<file path="config.mk">
export PLATFORM = sky130hd
export DESIGN_NAME = mc_match_timer
export DESIGN_NICKNAME = d
export VERILOG_FILES = /design/src/rtl/mc_match_timer.sv
export SDC_FILE = /design/constraint.sdc
export NUM_CORES = 2
export LEC_CHECK = 0
export BUFFER_PORTS_ARGS = -buffer_cell sky130_fd_sc_hd__clkbuf_2
export CAP_MARGIN = 10
export CORE_MARGIN = 2
export CORE_UTILIZATION = 40
export CTS_CLUSTER_SIZE = 30
export DETAILED_ROUTE_END_ITERATION = 16
export GPL_ROUTABILITY_DRIVEN = 1
export PLACE_DENSITY = 0.65
export SYNTH_ARGS = -nofsm -noshare
export SYNTH_HDL_FRONTEND = slang
export SYNTH_SLANG_ARGS = --single-unit
</file>
<file path="constraint.sdc">
create_clock -name clk -period 6 [get_ports clk]
set_input_delay 0.3 -clock clk [delete_from_list [all_inputs] [get_ports clk]]
set_output_delay 0.3 -clock clk [all_outputs]
set_load 0.05 [all_outputs]
</file>
<file path="src/rtl/mc_match_timer.sv">
module mc_match_timer #(
  parameter int CW = 32
) (
  input  logic          clk,
  input  logic          rst_n,
  input  logic          wr_en,
  input  logic          rd_en,
  input  logic [7:0]    addr,
  input  logic [CW-1:0] wdata,
  output logic [CW-1:0] rdata,
  input  logic [4:0]    tick_i,
  output logic          irq_o
);
  localparam int NCH = 8;
  localparam int IW  = $clog2(NCH);
  localparam logic [7:0] A_SNAP = 8'h20;
  localparam logic [7:0] A_STAT = 8'h14;
  localparam logic [7:0] A_IEN  = 8'h1C;
  localparam logic [7:0] A_CAP9 = 8'h54;
  localparam logic [7:0] A_CAPB = 8'h5C;

  logic [CW-1:0]  cnt_q   [NCH];
  logic [CW-1:0]  match_q [NCH];
  logic [9:0]     ctrl_q  [NCH];
  logic [IW-1:0]  bsel    [NCH];
  logic [NCH-1:0] own, run, ev, clr, armed_q, stat_q;
  logic [11:0]    ien_q;
  logic [CW-1:0]  snap_q;

  wire          aligned = (addr[1:0] == 2'b00);
  wire [IW-1:0] idx     = addr[4:2];
  wire          a_cnt   = aligned && addr[7:5] == 3'b010;
  wire          a_match = aligned && addr[7:5] == 3'b100;
  wire          a_ctrl  = aligned && addr[7:5] == 3'b110;

  always_comb begin
    clr = '0;
    for (int k = 0; k < NCH; k++)
      if (ev[k] && ctrl_q[k][3]) clr[bsel[k]] = 1'b1;
  end

  genvar k;
  generate
    for (k = 0; k < NCH; k++) begin : g_ch
      localparam int  BASE = (k < 4) ? 0 : ((k < 6) ? 4 : 6);
      localparam bit  WIDE = (k >= 4);
      localparam bit  LEAD = (k == 0) || (k == 4) || (k == 6);
      logic [2:0] src;
      logic       tk;

      assign own[k]  = LEAD || ctrl_q[k][7];
      assign bsel[k] = own[k] ? IW'(k) : IW'(BASE);
      assign src     = (WIDE && ctrl_q[k][8]) ? 3'd0 : ctrl_q[k][2:0];

      always_comb begin
        case (src)
          3'd1:    tk = tick_i[0];
          3'd2:    tk = tick_i[1];
          3'd3:    tk = tick_i[2];
          3'd4:    tk = tick_i[3];
          3'd5:    tk = tick_i[4];
          default: tk = 1'b0;
        endcase
      end

      assign run[k] = own[k] && tk;
      assign ev[k]  = armed_q[k] && run[bsel[k]] &&
                      (cnt_q[bsel[k]] + CW'(1) == match_q[k]);

      always_ff @(posedge clk) begin
        if (!rst_n)
          cnt_q[k] <= '0;
        else if (wr_en && a_cnt && idx == IW'(k))
          cnt_q[k] <= wdata;
        else if (run[k])
          cnt_q[k] <= clr[k] ? '0 : cnt_q[k] + CW'(1);
      end

      always_ff @(posedge clk) begin
        if (!rst_n) begin
          match_q[k] <= '0;
          ctrl_q[k]  <= '0;
          armed_q[k] <= 1'b0;
        end else begin
          if (wr_en && a_match && idx == IW'(k))
            match_q[k] <= wdata;
          if (wr_en && a_ctrl && idx == IW'(k))
            ctrl_q[k] <= WIDE ? wdata[9:0] : {2'b00, wdata[7:0]};
          if (wr_en && (a_match || a_ctrl) && idx == IW'(k))
            armed_q[k] <= 1'b1;
          else if (ev[k] && !ctrl_q[k][6])
            armed_q[k] <= 1'b0;
        end
      end

      assert_gate_R10: assert property (@(posedge clk) disable iff (!rst_n)
        $rose(stat_q[k]) |-> $past(ien_q[k+4]));

      if (!LEAD) begin : g_follow
        assert_follow_idle_R6: assert property (@(posedge clk) disable iff (!rst_n)
          (!ctrl_q[k][7] && !(wr_en && a_cnt && idx == IW'(k))) |=> $stable(cnt_q[k]));
      end
    end
  endgenerate

  always_ff @(posedge clk) begin
    if (!rst_n) begin
      stat_q <= '0;
      ien_q  <= '0;
    end else begin
      stat_q <= (stat_q & ~((wr_en && addr == A_STAT) ? wdata[11:4] : '0))
              | (ev & ien_q[11:4]);
      if (wr_en && addr == A_IEN) ien_q <= wdata[11:0];
    end
  end

  assign irq_o = |stat_q;

  always_ff @(posedge clk) begin
    if (!rst_n) begin
      snap_q <= '0;
      rdata  <= '0;
    end else begin
      if (rd_en && addr == A_CAP9 && ctrl_q[5][9]) snap_q <= cnt_q[4];
      if (rd_en && addr == A_CAPB && ctrl_q[7][9]) snap_q <= cnt_q[6];
      if (!rd_en)             rdata <= '0;
      else if (a_cnt)         rdata <= cnt_q[idx];
      else if (a_match)       rdata <= match_q[idx];
      else if (a_ctrl)        rdata <= CW'(ctrl_q[idx]);
      else if (addr == A_SNAP) rdata <= snap_q;
      else if (addr == A_STAT) rdata <= CW'({stat_q, 4'b0000});
      else if (addr == A_IEN)  rdata <= CW'(ien_q);
      else                     rdata <= '0;
    end
  end

  assert_stopped_hold_R4: assert property (@(posedge clk) disable iff (!rst_n)
    (ctrl_q[0][2:0] == 3'd0 && !(wr_en && addr == 8'h40)) |=> $stable(cnt_q[0]));

  assert_irq_drop_R11: assert property (@(posedge clk) disable iff (!rst_n)
    $fell(irq_o) |-> $past(wr_en && addr == A_STAT));

  assert_snap_source_R12: assert property (@(posedge clk) disable iff (!rst_n)
    !$stable(snap_q) |-> $past(rd_en && (addr == A_CAP9 || addr == A_CAPB)));

endmodule

</file>
==> results.cfg <==
[synth]
ys_seq_area_frac = 0.4097
synthFlopType = edfxtp_1
yosys-top-cells-area = edfxtp_1, mux4_2, xnor2_1
syn_area_mm2 = 0.04730
synth_top_family_by_area = simple AND/OR/NAND/NOR gates
synth_most_common_cell = nand2_1
yosys.area.top_type_share = 0.3707
yosys.area.top_type = edfxtp_1
syn_area_per_cell_um2 = 9.940
synth_common_cells = nand2_1, edfxtp_1, and2_1
synthMuxAreaShare = 0.1246
ys.warnings.count = 0
syn-num-nets = 4821
yosys_register_bits = 676
netlist_instances = 4759
yosys.area_share.adder = 0.003650
synth_cell_types = 103
synth_compound_area_frac = 0.1086
synth-xor-area-share = 0.1053
async_flop_share = 0
synthSimpleGateAreaFrac = 0.2044
synth_enable_flop_cells = 584

[clock_network]
cts_tree = built
clkTransAtPathRegs_ns = 0.06
cts-resized-gates = 0
clockBufferDepth = 3
numCtsBuffers = 83
cts.sinks = 676
worstSkewPairLatency_ns = 0.69
htree_levels = 3
cts-root-buf = clkbuf_16
post_cts_buffers = 0
cts_hold_buf = 0

[drt]
wl_met3_mm = 20.26
top_layer_used = met5
wirelength_mm = 184.8
viasPerCell = 6.375
final_antenna_net_count = 0
wl_met1_mm = 76.14
dr_wl_met2_mm = 79.23
drtIter0Drc = 6127
drc = 0
vias = 39810
wl_per_cell_um = 29.59
firstDrtPassIters = 8

[place]
dp_hpwl_mm = 135.5
routabilityCongestion = 1.041
post-place-ws_ns = 1.007
port_buffers = 81

[critical_path]
rr_endpoint = cnt_q[0][28]
crit_path_top_delay_cell = edfxtp_1
max_stage_delay_ns = 0.64
crit_required_ns = 6.41
reg2reg_from = ctrl_q[3][7]
critPathArrivalTime_ns = 5.52
crit_start = ctrl_q[3][7]
r2r_cells = 13
endpoint_kind = register
regToRegSetupSlack_ns = 0.89
path_max_fanout = 49
cp_cell_sequence = buf_4, buf_4, nand3_1, a22oi_1, nand3_1, o41ai_1, nor3_1, nor4_1, and4b_1, nand3_1, o221ai_2, buf_12, o21ai_0
crit_path_frequent_cell = nand3_1
cp-start-kind = register
worst-setup-path-type = register to register

[sta]
setup_tns_ns = 0
setup_ws_ns = 0.8869
slew_headroom = 0.1786
finClkSkew_ns = 0.02679
drv_slew = 0
rsz0062_at_grt = no
final-hold-violation-count = 0
worst_slew_pin_slew_ns = 1.201
setup_viol = 0
fin_crit_sh = 0.8522
finalCriticalPeriod_ns = 5.113
fmax_mhz = 195.6

[die]
die_w_um = 347.9
io_pins = 82
core_mm2 = 0.1176
row_count = 126
dieArea_mm2 = 0.1210
dieHeight_um = 347.9
start_util = 0.4022

[cells_and_area]
final_core_util = 0.4381
final_nets = 4699
drive_above_1_share = 0.1273
area_growth_pct = 8.922

[pwr]
cellLeakagePower_nw = 16.61
vdd_drop_max_mv = 0.1897
power_density_mw_per_mm2 = 249.4

[global_routing]
globalRouteTotalUtil = 0.2998
grt_max_degree = 81
first_global_vias = 36970
grt_overflow = 0
grt_pass1_wl_mm = 267.3
antenna_found_initial = 17

[job]
drv_cap = 0

[hold_path]
hp-class = input port to register
whs_path_depth = 4
min_from = rd_en
hold_path_end = snap_q[6]

[status]
outcome = finished clean
## how the worst max path moves through the flow
stage                         end  slack (ns)  cells after the start
floorplan           match_q[3][0]        0.97                      6
global placement     cnt_q[0][27]        1.13                     13
detailed placement   cnt_q[0][31]        1.01                     13
CTS                  cnt_q[0][28]        0.98                     13
global route         cnt_q[0][28]        0.48                     13
finish               cnt_q[0][28]        0.89                     13
## power by group
group	internal (mW)	total (mW)	switching, mW
registers	5.37	5.88	0.511
logic	0.704	1.81	1.11
clock network	3.00	5.15	2.15
total	9.08	12.8	3.77
## sequential cells by signal, summed over array words and instances, names as in the netlist
name,count
rdata,32
snap_q,32
ctrl_q,72
armed_q,8
stat_q,8
cnt_q,256
match_q,256
ien_q,12
## critical path: cells and delay by family, from the launching register on
kind,cells,cell delay [ns]
buf+inv,3,1.19
simple gates,6,1.82
compound gates,4,1.15
flops,1,0.64
## final cells by class
type	count	area, um^2
multi-input cells	3642	26040
well taps	1536	1922
flip-flops and latches	676	19380
diodes	4	10.01
repair buffers	178	1237
clock buffers	125	2536
fillers	11220	66080
inverters	56	210.2
clock inverters	27	195.2
## layout by cell type, fill, tap and decap left out, types with 78 or more instances in the layout
cell type    n
dfxtp_1     92
buf_4       90
o21ai_0    322
xnor2_1    325
nand3_1    208
and2_1     355
nand4_1    101
a21oi_1    117
nor2_1     179
nand2_1    616
clkbuf_16   92
clkbuf_2    78
edfxtp_1   584
mux2i_1    208
mux4_2     147
xor2_1     228
## routing by layer
layer  global-route usage  up-vias
li1                     -    17240
met4               0.1270       14
met3              0.06786      440
met5                    0        -
met2               0.4427     2568
met1               0.4213    19550
## stage by stage
stage	power [mW]	area, um^2	hold WS (ns)	instances
after CTS	12.81	51510	0.1766	6240
after detailed placement	7.707	48780	0.4438	6088
final	12.85	51520	0.2269	6244
after global placement	7.691	48780	0.4397	6088
after global routing	13.15	51510	0.2451	6240
after floorplan	6.967	47300	0.4316	4759
## kinds of logic after synthesis
kind of cell,count (synthesis)
and+or+nand+nor,1865
AOI/OAI and AO/OA,807
DFF,676
xor gates and xnor gates,559
buffers and inverters,441
muxes,397
adders and majority gates,14
Note: power is estimated with default switching activity, not from simulation.
